<file path="src/rtl/tod_pkg.sv">
package tod_pkg;
    localparam int          WORD_W     = 16;
    localparam logic [31:0] NS_PER_SEC = 32'd1_000_000_000;

    typedef enum logic [1:0] {
        REG_CMD     = 2'd0,
        REG_DATA    = 2'd1,
        REG_RATE_HI = 2'd2,
        REG_RATE_LO = 2'd3
    } reg_sel_e;

    localparam int CMD_LOAD_BIT = 0;
    localparam int CMD_STEP_BIT = 1;
    localparam int CMD_SNAP_BIT = 2;
    localparam int SLOW_BIT     = 15;
endpackage

</file>
<file path="src/rtl/tod_regs.sv">
module tod_regs
    import tod_pkg::*;
#(
    parameter int RATE_W = 26
) (
    input  logic              clk,
    input  logic              rst_n,
    input  logic              wr_en,
    input  logic              rd_en,
    input  logic [1:0]        addr,
    input  logic [15:0]       wdata,
    input  logic [31:0]       cur_sec,
    input  logic [29:0]       cur_ns,
    output logic              do_load,
    output logic              do_step,
    output logic [31:0]       arg_sec,
    output logic [31:0]       arg_ns,
    output logic              rate_commit,
    output logic              rate_slow,
    output logic [RATE_W-1:0] rate_val,
    output logic [15:0]       rdata
);
    localparam int HI_W = RATE_W - WORD_W;

    typedef struct packed {
        logic [3:0][WORD_W-1:0] stage;
        logic [3:0][WORD_W-1:0] snap;
        logic [1:0]             ptr;
        logic [HI_W-1:0]        rate_hi;
        logic                   slow;
        logic [WORD_W-1:0]      rdata;
    } regs_t;

    regs_t r_d, r_q;
    logic  cmd_wr, data_wr, data_rd;

    always_comb begin
        cmd_wr  = wr_en && (addr == REG_CMD);
        data_wr = wr_en && (addr == REG_DATA);
        data_rd = !wr_en && rd_en && (addr == REG_DATA);

        do_load     = cmd_wr && wdata[CMD_LOAD_BIT];
        do_step     = cmd_wr && wdata[CMD_STEP_BIT] && !wdata[CMD_LOAD_BIT];
        arg_ns      = {r_q.stage[1], r_q.stage[0]};
        arg_sec     = {r_q.stage[3], r_q.stage[2]};
        rate_commit = wr_en && (addr == REG_RATE_LO);
        rate_slow   = r_q.slow;
        rate_val    = {r_q.rate_hi, wdata};
        rdata       = r_q.rdata;

        r_d = r_q;
        if (cmd_wr) begin
            r_d.ptr = '0;
            if (wdata[CMD_SNAP_BIT])
                r_d.snap = {cur_sec, 2'b00, cur_ns};
        end
        if (data_wr) begin
            r_d.stage[r_q.ptr] = wdata;
            r_d.ptr            = r_q.ptr + 2'd1;
        end
        if (wr_en && (addr == REG_RATE_HI)) begin
            r_d.rate_hi = wdata[HI_W-1:0];
            r_d.slow    = wdata[SLOW_BIT];
        end
        if (!wr_en && rd_en) begin
            r_d.rdata = data_rd ? r_q.snap[r_q.ptr] : '0;
            if (data_rd)
                r_d.ptr = r_q.ptr + 2'd1;
        end
    end

    always_ff @(posedge clk) begin
        if (!rst_n) r_q <= '0;
        else        r_q <= r_d;
    end

    assert_cmd_clears_ptr_R7: assert property (@(posedge clk) disable iff (!rst_n)
        cmd_wr |=> (r_q.ptr == 2'd0));

    assert_data_write_advances_R3: assert property (@(posedge clk) disable iff (!rst_n)
        data_wr |=> (r_q.ptr == $past(r_q.ptr) + 2'd1));

    assert_rdata_holds_R6: assert property (@(posedge clk) disable iff (!rst_n)
        (!rd_en || wr_en) |=> $stable(rdata));
endmodule

</file>
<file path="src/rtl/tod_rate.sv">
module tod_rate #(
    parameter int RATE_W = 26,
    parameter int ACC_W  = 32
) (
    input  logic              clk,
    input  logic              rst_n,
    input  logic              commit,
    input  logic              slow_in,
    input  logic [RATE_W-1:0] rate_in,
    output logic              adj_up,
    output logic              adj_dn
);
    localparam int SUM_W = ACC_W + 1;

    typedef struct packed {
        logic [ACC_W-1:0]  acc;
        logic [RATE_W-1:0] rate;
        logic              slow;
    } rate_t;

    rate_t            rt_d, rt_q;
    logic [SUM_W-1:0] acc_sum;
    logic             carry;

    always_comb begin
        acc_sum = {1'b0, rt_q.acc} + SUM_W'(rt_q.rate);
        carry   = acc_sum[ACC_W];
        rt_d    = rt_q;
        rt_d.acc = acc_sum[ACC_W-1:0];
        if (commit) begin
            rt_d.acc  = '0;
            rt_d.rate = rate_in;
            rt_d.slow = slow_in;
        end
        adj_up = carry && !rt_q.slow;
        adj_dn = carry &&  rt_q.slow;
    end

    always_ff @(posedge clk) begin
        if (!rst_n) rt_q <= '0;
        else        rt_q <= rt_d;
    end

    // a fresh phase cannot overflow on its first add while RATE_W < ACC_W
    assert_commit_restarts_phase_R8: assert property (@(posedge clk) disable iff (!rst_n)
        commit |=> (!adj_up && !adj_dn));

    assert_zero_rate_silent_R8: assert property (@(posedge clk) disable iff (!rst_n)
        (rt_q.rate == '0) |-> (!adj_up && !adj_dn));
endmodule

</file>
<file path="src/rtl/tod_count.sv">
module tod_count
    import tod_pkg::*;
#(
    parameter int NS_INC = 8
) (
    input  logic        clk,
    input  logic        rst_n,
    input  logic        do_load,
    input  logic        do_step,
    input  logic        adj_up,
    input  logic        adj_dn,
    input  logic [31:0] arg_sec,
    input  logic [31:0] arg_ns,
    output logic [31:0] sec,
    output logic [29:0] ns
);
    localparam logic [31:0] INC      = 32'(NS_INC);
    localparam logic [29:0] NO_WRAP  = 30'(NS_PER_SEC - INC - 32'd1);

    typedef struct packed {
        logic [31:0] sec;
        logic [29:0] ns;
    } tod_t;

    tod_t        tod_d, tod_q;
    logic [31:0] arg_ns_ok, addend, sum;
    logic        wrap;

    always_comb begin
        arg_ns_ok = (arg_ns < NS_PER_SEC) ? arg_ns : 32'd0;
        addend    = INC;
        if (adj_up)      addend = INC + 32'd1;
        else if (adj_dn) addend = INC - 32'd1;
        if (do_step)     addend = arg_ns_ok;

        sum  = {2'b00, tod_q.ns} + addend;
        wrap = (sum >= NS_PER_SEC);

        tod_d.ns  = wrap ? 30'(sum - NS_PER_SEC) : sum[29:0];
        tod_d.sec = tod_q.sec + (do_step ? arg_sec : 32'd0) + {31'd0, wrap};
        if (do_load) begin
            tod_d.sec = arg_sec;
            tod_d.ns  = arg_ns_ok[29:0];
        end
    end

    always_ff @(posedge clk) begin
        if (!rst_n) tod_q <= '0;
        else        tod_q <= tod_d;
    end

    assign sec = tod_q.sec;
    assign ns  = tod_q.ns;

    assert_ns_in_range_R2: assert property (@(posedge clk) disable iff (!rst_n)
        ns < 30'(NS_PER_SEC));

    assert_sec_moves_by_one_R2: assert property (@(posedge clk) disable iff (!rst_n)
        (!do_load && !do_step) |=> ((sec == $past(sec)) || (sec == $past(sec) + 32'd1)));

    assert_load_exact_R4: assert property (@(posedge clk) disable iff (!rst_n)
        (do_load && (arg_ns < NS_PER_SEC)) |=> ((sec == $past(arg_sec)) && (ns == $past(arg_ns[29:0]))));

    assert_nominal_tick_R1: assert property (@(posedge clk) disable iff (!rst_n)
        (!do_load && !do_step && !adj_up && !adj_dn && (ns < NO_WRAP))
        |=> ((ns == $past(ns) + 30'(NS_INC)) && (sec == $past(sec))));

    assert_slow_tick_R8: assert property (@(posedge clk) disable iff (!rst_n)
        (!do_load && !do_step && adj_dn && (ns < NO_WRAP))
        |=> (ns == $past(ns) + 30'(NS_INC - 1)));

    assert_fast_tick_R8: assert property (@(posedge clk) disable iff (!rst_n)
        (!do_load && !do_step && adj_up && (ns < NO_WRAP))
        |=> (ns == $past(ns) + 30'(NS_INC + 1)));
endmodule

</file>
<file path="src/rtl/ptp_tod_clock.sv">
module ptp_tod_clock #(
    parameter int NS_INC = 8,
    parameter int RATE_W = 26,
    parameter int ACC_W  = 32
) (
    input  logic        clk,
    input  logic        rst_n,
    input  logic        wr_en,
    input  logic        rd_en,
    input  logic [1:0]  addr,
    input  logic [15:0] wdata,
    output logic [15:0] rdata
);
    logic              do_load, do_step, rate_commit, rate_slow, adj_up, adj_dn;
    logic [31:0]       arg_sec, arg_ns, cur_sec;
    logic [29:0]       cur_ns;
    logic [RATE_W-1:0] rate_val;

    tod_regs #(.RATE_W(RATE_W)) u_regs (
        .clk(clk), .rst_n(rst_n), .wr_en(wr_en), .rd_en(rd_en),
        .addr(addr), .wdata(wdata), .cur_sec(cur_sec), .cur_ns(cur_ns),
        .do_load(do_load), .do_step(do_step), .arg_sec(arg_sec), .arg_ns(arg_ns),
        .rate_commit(rate_commit), .rate_slow(rate_slow), .rate_val(rate_val),
        .rdata(rdata)
    );

    tod_rate #(.RATE_W(RATE_W), .ACC_W(ACC_W)) u_rate (
        .clk(clk), .rst_n(rst_n), .commit(rate_commit), .slow_in(rate_slow),
        .rate_in(rate_val), .adj_up(adj_up), .adj_dn(adj_dn)
    );

    tod_count #(.NS_INC(NS_INC)) u_count (
        .clk(clk), .rst_n(rst_n), .do_load(do_load), .do_step(do_step),
        .adj_up(adj_up), .adj_dn(adj_dn), .arg_sec(arg_sec), .arg_ns(arg_ns),
        .sec(cur_sec), .ns(cur_ns)
    );
endmodule

</file>
<file path="config.mk">
export PLATFORM = sky130hd
export DESIGN_NAME = ptp_tod_clock
export DESIGN_NICKNAME = d
export VERILOG_FILES = /design/src/rtl/tod_pkg.sv /design/src/rtl/tod_regs.sv /design/src/rtl/tod_rate.sv /design/src/rtl/tod_count.sv /design/src/rtl/ptp_tod_clock.sv
export SDC_FILE = /design/constraint.sdc
export NUM_CORES = 1
export LEC_CHECK = 0
export BUFFER_PORTS_ARGS = -buffer_cell sky130_fd_sc_hd__buf_2
export CAP_MARGIN = 20
export CORE_UTILIZATION = 61
export DETAILED_ROUTE_END_ITERATION = 10
export PLACE_DENSITY_LB_ADDON = 0.08
export SYNTH_ARGS = -nofsm -noshare
export SYNTH_HDL_FRONTEND = slang
export SYNTH_SLANG_ARGS = --single-unit
</file>
<file path="constraint.sdc">
create_clock -name clk -period 23.2 [get_ports clk]
set_input_delay 2.32 -clock clk [delete_from_list [all_inputs] [get_ports clk]]
set_output_delay 2.32 -clock clk [all_outputs]
set_load 0.005 [all_outputs]
</file>
==> results of run 1 <==
stage by stage:
step / power, mW / hold slack, ns / setup WS [ns] / cells
2_1_floorplan: 0.532 / 0.432 / 13.98 / 1993
3_3_place_gp: 0.551 / 0.436 / 12.45 / 2247
3_5_place_dp: 0.552 / 0.447 / 12.13 / 2248
4_1_cts: 1.02 / 0.453 / 12.59 / 2301
5_1_grt: 1.04 / 0.469 / 11.68 / 2302
6_report: 1.01 / 0.452 / 12.47 / 2302
cell type report:
| cell class | count | area [µm²] |
|---|---|---|
| clock buffer | 42 | 877 |
| clock inverter | 11 | 91.3 |
| fill | 2195 | 8330 |
| inverter | 37 | 144 |
| multi-input combinational | 1555 | 9480 |
| sequential | 276 | 5530 |
| tap | 330 | 413 |
| timing repair buffer | 51 | 323 |
cells in the mapped netlist, drive strengths merged (8+ instances only):
cell type / instances / share of area, %
a211o: 8 / 0.45
a211oi: 36 / 1.9
a21o: 39 / 1.9
a21oi: 291 / 9.3
a22oi: 17 / 0.81
a31oi: 16 / 0.73
and2: 41 / 1.6
and3: 48 / 1.9
buf: 31 / 1.2
clkbuf: 94 / 2.3
dfxtp: 276 / 35
ha: 91 / 7.3
inv: 37 / 0.89
mux2i: 9 / 0.57
mux4: 14 / 2.0
nand2: 457 / 11
nand2b: 19 / 0.76
nand3: 40 / 1.3
nor2: 89 / 2.1
nor3: 25 / 0.93
o211ai: 11 / 0.56
o21a: 11 / 0.53
o21ai: 68 / 2.2
o21bai: 15 / 0.72
or3: 13 / 0.52
xnor2: 48 / 2.7
xor2: 25 / 1.4
where the power goes:
| group | internal, mW | switching (mW) | leakage (nW) |
|---|---|---|---|
| Sequential | 0.480 | 0.00495 | 2.23 |
| Clock | 0.273 | 0.198 | 0.474 |
| Combinational | 0.0167 | 0.0418 | 4.15 |
final timing paths:
kind,from,end,slack [ns],depth (start not counted)
min,u_regs.rate_val[23]$_SDFFE_PN0P_,u_rate.rt_q[24]$_SDFFE_PN0P_,0.45,2
min reg2reg,u_regs.rate_val[23]$_SDFFE_PN0P_,u_rate.rt_q[24]$_SDFFE_PN0P_,0.45,2
max reg2reg,u_rate.rt_q[1]$_SDFFE_PN0P_,u_count.sec[30]$_SDFF_PN0_,12.47,37
max,u_rate.rt_q[1]$_SDFFE_PN0P_,u_count.sec[30]$_SDFF_PN0_,12.47,37
logic make-up after synthesis:
| kind of cell | after synthesis | share of synthesized area (%) |
|---|---|---|
| AND/OR/NAND/NOR | 780 | 22.4 |
| AO/OA/AOI/OAI | 582 | 23.3 |
| flip-flops | 276 | 35.2 |
| buffers and inverters | 162 | 4.37 |
| adder cells (fa/ha/maj) | 95 | 7.77 |
| XOR/XNOR | 73 | 4.13 |
| multiplexers | 25 | 2.73 |
critical path, delay by kind of cell, from the launching register on:
kind	cells	cell delay (ns)
flops	1	0.31
mux	1	0.33
fa+ha+maj	5	1.95
compound gates	25	6.93
buf+inv	1	0.17
simple gates	4	0.71
xor+xnor	1	0.16
state kept, by name, indices dropped and copies added, names as in the netlist:
signal and flops:
u_regs.r_q 64, u_rate.rt_q 59, u_count.sec 32, u_regs.arg_ns 32, u_regs.arg_sec 32, u_count.ns 30
u_regs.rdata 16, u_regs.rate_val 10, u_regs.rate_slow 1
routing by layer:
metal  vias up  part of all wire [%]
met5         -                     0
met4         0                   4.5
met3        97                   6.0
met2       373                    46
met1      6767                    44
li1       6918                     -
==> reports/qor.yml, run 1 <==
outcome: "finished, final reports clean"
dpl.hpwl_um: 31300
maxSlewViolCount: 0
p_leak_nw: 6.86
critPathLaunchType: "flip-flop"
dieArea_um2: 26400
die_y_um: 162
wire_per_inst_um: 19.3
synthesis.area_um2: 15700
utilization_pct: 66.9
final-setup-viol-count: 0
antenna_found_initial: 0
clockRootBuffer: "clkbuf_16"
rsz0062_at_grt: "no"
drt_iter0_drc: 1197
path_clk_slew_ns: 0.06
drive_gt1_share_pct: 7.96
cts_resized: 0
viasPerCell: 6.15
post-route-cell-area_um2: 16900
use_met1_pct: 43.6
period_share_pct: 46.2
relSlewSlack_pct: 29.7
post_cts.repair.setup_buffers: 0
slowest_stage: "a31oi_1"
drt.antenna.violating_nets: 0
place.gp.congestion: 0.955
ioPinCount: 38
syn_to_final_growth_pct: 7.48
post_dp_cell_area_um2: 15900
coreArea_um2: 25200
synth_seq_cells: 276
yosys_warnings: 0
tns_ns: 0
grt_max_degree: 103
cts_tree: "yes"
yosysSeqAreaShare_pct: 35.2
most-common-layout-cells: "nand2_1, a21oi_1, dfxtp_1, ha_1, nor2_1"
rows: 58
met3_usage_pct: 4.84
grt.overflow.total: 0
syn_inst: 1993
drcViolationCount: 0
first_global_vias: 13178
io_buffers: 37
layout_min_cycle_time_ns: 10.73
busiest_layer: "met2"
cp-end-kind: "flip-flop"
crit_path_max_fanout: 12
worst_slew_pin_slew_ns: 1.05
cts_buffers: 30
hold_path_class: "reg2reg"
cts_hold_buf: 0
ys_types: 86
synthArstFlopShare_pct: 0
power_density_nw_per_um2: 60.2
synth_flop_cell: "dfxtp_1"
grt_util_met2_pct: 54.7
nNetsFinal: 2068
maxCapViolCount: 0
htreeDepth: 1
syn_nets: 2110
cpPeakStageDelay_ns: 0.64
clkSinkCount: 276
cp_data_required_time_ns: 23.61
syn_area_per_cell_um2: 7.87
grt_usage_pct: 33.4
grt_pass1_wl_um: 69300
clk_path_buf_depth: 3
initial_core_util_pct: 62.3
synth_edf_count: 0
wl_um: 44400
crit_arrival_ns: 11.13
peakVddDrop_uv: 69.2
dr_total_vias: 14155
finalHoldViolations: 0
final_common_cell: "nand2_1"
clock_latency_ns: 0.56
dr.pass1.iters: 5
max_freq_mhz: 93.2
antennaDiodeCount: 0
dieWidth_um: 162
skew_ns: 0.0116
crit_type: "reg2reg"
Power figures use the tool's default switching activity.
==> run 2: changes to the inputs <==
ABC_AREA = 1   (was default)
CORE_UTILIZATION = 58   (was 61)
clock period = 9.5 ns   (was 23.2 ns; I/O delays follow)
==> run 2 against run 1 <==
Critical path type unchanged. Clock power rose to 2.7 times the previous value. Fmax up 36%. Largest cell class unchanged. Utilization down 2.9 points. Sequential share of layout area down 3.0 points.
==> reports/qor.yml, run 2 <==
finalHoldViolations: 0
wire_per_inst_um: 17.5
dpl.hpwl_um: 39900
p_leak_nw: 8.32
r2r_end: "u_count.sec[22]$_SDFF_PN0_"
cts_tree: "yes"
regArea_um2: 5530
crit_path_max_fanout: 33
cts_buffers: 30
critPathLaunchType: "flip-flop"
nNetsFinal: 2728
largest_reg_flops: 64
most-common-layout-cells: "nand2_1, a21oi_1, inv_1, dfxtp_1, nor2_1"
drt_iter0_drc: 1526
period_share_pct: 82.7
viasPerCell: 5.69
coreArea_um2: 28900
clock_latency_ns: 0.57
crit_arrival_ns: 8.32
max_freq_mhz: 127
syn_nets: 2769
post-route-cell-area_um2: 18500
post-synth-top-count-cell: "nand2_1"
cp-end-kind: "flip-flop"
htreeDepth: 1
antennaDiodeCount: 0
yosys_warnings: 0
rsz0062_at_grt: "no"
post_cts.repair.setup_buffers: 0
synthArstFlopShare_pct: 0
maxCapViolCount: 0
rows: 62
nFillCells: 2717
path_clk_slew_ns: 0.06
syn_area_per_cell_um2: 6.48
final_common_cell: "nand2_1"
hold_end: "u_regs.r_q[57]$_SDFFE_PN0P_"
largest_registers: "u_regs.r_q: 64 flops, u_rate.rt_q: 59 flops"
synth_edf_count: 0
maxSlewViolCount: 0
antenna_found_initial: 1
crit_type: "reg2reg"
hp-start: "u_regs.r_q[57]$_SDFFE_PN0P_"
cp_data_required_time_ns: 9.96
post_dp_cell_area_um2: 17400
io_buffers: 37
r2r_cells: 51
cp_common_cell: "nand2_1"
ff2ff_setup_slack_ns: 1.64
grt_usage_pct: 34.3
final_cell_count_no_fill: 3017
peakVddDrop_uv: 110
slowest_stage: "fa_1"
syn_to_final_growth_pct: 7.85
final-setup-viol-count: 0
cts_resized: 0
ioPinCount: 38
outcome: "finished, final reports clean"
synth_top_cells_by_area: "dfxtp_1, nand2_1, a21oi_1"
synth_top_area_share_pct: 32.2
dieArea_um2: 30300
synth_seq_cells: 276
dr.pass1.iters: 5
initial_core_util_pct: 59.4
synthTopCellsByCount: "nand2_1, a21oi_1, inv_1"
worst_slew_pin_slew_ns: 1.01
cpPeakStageDelay_ns: 0.54
grt_max_degree: 97
synth_flop_cell: "dfxtp_1"
tns_ns: 0
dpl.cell_count: 2962
drive_gt1_share_pct: 7.41
first_global_vias: 15572
hold_depth: 2
drcViolationCount: 0
clk_path_buf_depth: 3
syn_inst: 2652
grt_pass1_wl_um: 82900
relSlewSlack_pct: 32.2
place.gp.congestion: 0.963
synthesis.area_um2: 17200
ys_types: 52
drt.antenna.violating_nets: 0
r2r_start: "u_rate.rt_q[1]$_SDFFE_PN0P_"
power_density_nw_per_um2: 146
die_y_um: 174
wl_um: 52900
hold_path_class: "reg2reg"
clkSinkCount: 276
skew_ns: 0.0281
cts_hold_buf: 0
yosysSeqAreaShare_pct: 32.2
dieWidth_um: 174
yosysTopAreaCell: "dfxtp_1"
dr_total_vias: 17159
utilization_pct: 64.0
grt.overflow.total: 0
multi_input_area_um2: 9870
clockRootBuffer: "clkbuf_16"
layout_min_cycle_time_ns: 7.86
regMostFlops: "u_regs.r_q"
[run 2: cell types whose count changed after synthesis, sizes merged, moves of 34 or more]
| cell | previous run | this run |
|---|---|---|
| o21ai | 68 | 193 |
| nand2 | 457 | 686 |
| nand3 | 40 | 191 |
| a21oi | 291 | 352 |
| and2 | 41 | 5 |
| and3 | 48 | 2 |
| a211oi | 36 | 2 |
| nor2 | 89 | 214 |
| inv | 37 | 335 |
| xnor2 | 48 | 13 |
[run 2: how the worst max path moves through the flow]
stage,startpoint,slack (ns),to,cells past startpoint
floorplan,u_rate.rt_q[1]$_SDFFE_PN0P_,3.17,u_count.sec[22]$_SDFF_PN0_,51
global placement,addr[0],1.69,u_count.sec[26]$_SDFF_PN0_,39
detailed placement,addr[0],1.48,u_count.sec[22]$_SDFF_PN0_,40
CTS,u_rate.rt_q[1]$_SDFFE_PN0P_,1.75,u_count.sec[26]$_SDFF_PN0_,50
global route,u_rate.rt_q[1]$_SDFFE_PN0P_,0.93,u_count.sec[26]$_SDFF_PN0_,48
finish,u_rate.rt_q[1]$_SDFFE_PN0P_,1.64,u_count.sec[22]$_SDFF_PN0_,51
[run 2: layout make-up]
type / instances / area share (%)
multi-input cells: 1915 / 53.3
clock inverters: 12 / 1.24
repair buffers: 48 / 1.57
flip-flops and latches: 276 / 29.8
inverters: 340 / 6.90
well taps: 384 / 2.59
clock buffers: 42 / 4.62
[run 2: cell families (layout without fill, tap and decap cells)]
kind of cell | count (synthesis) | count (layout) | synth area share (%)
adder cells (fa/ha/maj) | 95 | 95 | 7.10
AO/OA/AOI/OAI | 611 | 611 | 18.9
XOR/XNOR | 37 | 37 | 1.93
AND/OR/NAND/NOR | 1172 | 1172 | 29.3
flip-flops | 276 | 276 | 32.2
buffers and inverters | 461 | 442 | 10.6
[run 2: power breakdown]
group / leakage (nW) / total [mW] / switching (mW) / internal (mW)
registers: 2.24 / 1.21 / 0.0246 / 1.19
logic: 5.57 / 0.217 / 0.155 / 0.0626
clock network: 0.520 / 1.27 / 0.485 / 0.789
total: 8.32 / 2.70 / 0.665 / 2.04
[run 2: stage by stage]
step                setup WS (ns)  total power [mW]  hold slack [ns]
finish                       1.64              2.70            0.456
global route                0.926              2.79            0.470
CTS                          1.75              2.71            0.459
detailed placement           1.48              1.45            0.449
global placement             1.69              1.44            0.440
floorplan                    3.17              1.37            0.430
[run 2: critical path, delay by kind of cell, from the launching register on]
kind	cells	cell delay [ns]
buffers and inverters	8	0.67
DFF	1	0.31
adders and majority gates	6	2.32
and+or+nand+nor	28	3.12
AOI/OAI and AO/OA	9	1.35
[run 2: layer usage]
layer | track usage [%] | wire (µm)
met1 | 47.7 | 23900
met3 | 4.37 | 3780
met5 | 0 | 0
met4 | 12.1 | 1870
met2 | 54.3 | 23400
==> run 3: changes to the inputs <==
CORE_UTILIZATION = 61   (was 58)
clock period = 7.6 ns   (was 9.5 ns; I/O delays follow)
==> run 3 against run 2 <==
Clock skew fell by 0.0047 ns. Power rose by 19%. Via count rose by 0.41%. Die area fell by 4.9%. Register-to-register slack got worse by 1.1 ns. Wire length rose by 0.17%. Sequential power rose by 25%. Critical path type unchanged. Largest power group is now sequential cells.
==> reports/qor.yml, run 3 (synthesis results as in run 2) <==
path_clk_slew_ns: 0.06
drive_gt1_share_pct: 7.70
grt_pass1_wl_um: 81800
worst_slew_pin_slew_ns: 1.13
ioPinCount: 38
p_clk_share_pct: 44.6
dr_total_vias: 17229
peakVddDrop_uv: 162
cp_top_family: "simple AND/OR/NAND/NOR gates"
grt.overflow.total: 0
post_dp_cell_area_um2: 17400
outcome: "finished, final reports clean"
final_cell_count_no_fill: 3013
switching_power_uw: 843
cp-end-kind: "flip-flop"
io_buffers: 37
slowest_stage: "fa_2"
critPathLaunchType: "flip-flop"
crit_type: "reg2reg"
crit_arrival_ns: 7.47
skew_ns: 0.0235
syn_to_final_growth_pct: 7.28
dpl.hpwl_um: 39700
wl_um: 53000
initial_core_util_pct: 62.0
layout_min_cycle_time_ns: 7.03
hold_path_class: "reg2reg"
regMostFlops: "u_regs.r_q"
relSlewSlack_pct: 24.9
grt_max_degree: 99
drcViolationCount: 0
largest_reg_flops: 64
wire_per_inst_um: 17.6
power_density_nw_per_um2: 175
max_freq_mhz: 142
dieWidth_um: 170
largest_registers: "u_regs.r_q: 64 flops, u_rate.rt_q: 59 flops"
antennaDiodeCount: 0
period_share_pct: 92.5
sw_frac_of_total_pct: 26.1
rows: 61
maxSlewViolCount: 0
drt_iter0_drc: 1530
post-route-cell-area_um2: 18400
cts_tree: "yes"
crit_buf_inv: 8
cp_data_required_time_ns: 8.04
nNetsFinal: 2733
p_leak_nw: 8.29
sequentialPowerShare_pct: 46.9
internal_power_mw: 2.38
crit_path_max_fanout: 9
dieArea_um2: 28800
combPwrFrac_pct: 8.5
holdWs_ns: 0.456
cp_common_cell: "nand2_1"
htreeDepth: 1
finalHoldViolations: 0
cts_buffers: 30
preCtsSetupSlack_ns: 0.325
clkSinkCount: 276
final_common_cell: "nand2_1"
first_global_vias: 15371
coreArea_um2: 27700
final-setup-viol-count: 0
die_y_um: 170
clockRootBuffer: "clkbuf_16"
grt_usage_pct: 36.2
dpl.cell_count: 2960
most-common-layout-cells: "nand2_1, a21oi_1, inv_1, dfxtp_1, nor2_1"
maxCapViolCount: 0
drt.antenna.violating_nets: 0
antenna_found_initial: 0
dr.pass1.iters: 6
viasPerCell: 5.72
timing.final.ws_setup_ns: 0.572
cpPeakStageDelay_ns: 0.44
clk_path_buf_depth: 3
clock_latency_ns: 0.57
place.gp.congestion: 1.03
==> run 3: changes by cell type in the layout (fill, tap and decap cells not counted), sizes merged <==
cell      previous run  this run
clkinv               9        13
clkinvlp             3         2
clkbuf              42        39
bufinv               6         2
inv                334       335
buf                 48        53
==> run 3: power groups by stage <==
stage          clock (mW)  sequential (mW)  combinational, mW
3_5_place_dp            0             1.54              0.265
5_1_grt              1.51             1.52              0.301
2_1_floorplan           0             1.53              0.189
6_report             1.44             1.51              0.275
4_1_cts              1.44             1.51              0.268
3_3_place_gp            0             1.54              0.262
==> run 3: worst paths after layout <==
| check | startpoint | end | slack [ns] | cells past startpoint |
|---|---|---|---|---|
| max reg2reg | u_rate.rt_q[1]$_SDFFE_PN0P_ | u_count.sec[22]$_SDFF_PN0_ | 0.57 | 51 |
| max | u_rate.rt_q[1]$_SDFFE_PN0P_ | u_count.sec[22]$_SDFF_PN0_ | 0.57 | 51 |
| min | u_regs.r_q[66]$_SDFFE_PN0P_ | u_regs.r_q[66]$_SDFFE_PN0P_ | 0.46 | 2 |
| min reg2reg | u_regs.r_q[66]$_SDFFE_PN0P_ | u_regs.r_q[66]$_SDFFE_PN0P_ | 0.46 | 2 |
==> run 3: timing repair <==
action                     CTS  global route
buffers inserted             0             2
gates resized for setup      0             8
setup endpoints to repair    0             8
hold buffers                 0             0
==> run 3: layout make-up <==
type                    instances  area, µm²
flip-flops and latches        276       5530
multi-input cells            1915       9880
inverters                     340       1280
clock buffers                  39        815
repair buffers                 53        308
fillers                      2582       9280
clock inverters                12        140
well taps                     378        473
==> run 3: through the flow <==
stage	setup TNS, ns	power (mW)	util (%)
6_report	0	3.23	66.5
5_1_grt	-0.00318	3.33	66.5
4_1_cts	0	3.22	66.4
3_5_place_dp	0	1.81	62.9
3_3_place_gp	0	1.81	62.9
2_1_floorplan	0	1.72	-
==> run 3: metal layers <==
layer / global-route usage, % / part of all wire (%) / vias up
li1: - / - / 8550
met1: 49.8 / 44 / 7932
met2: 57.5 / 44 / 656
met3: 5.50 / 8.4 / 91
met4: 12.3 / 3.5 / 0
met5: 0 / 0 / -
==> run 3: worst reg2reg max path: cells and delay by family (launching register included) <==
kind / cells / cell delay, ns
compound gates: 9 / 1.25
fa+ha+maj: 6 / 2.08
buf+inv: 8 / 0.57
flops: 1 / 0.32
simple gates: 28 / 2.73
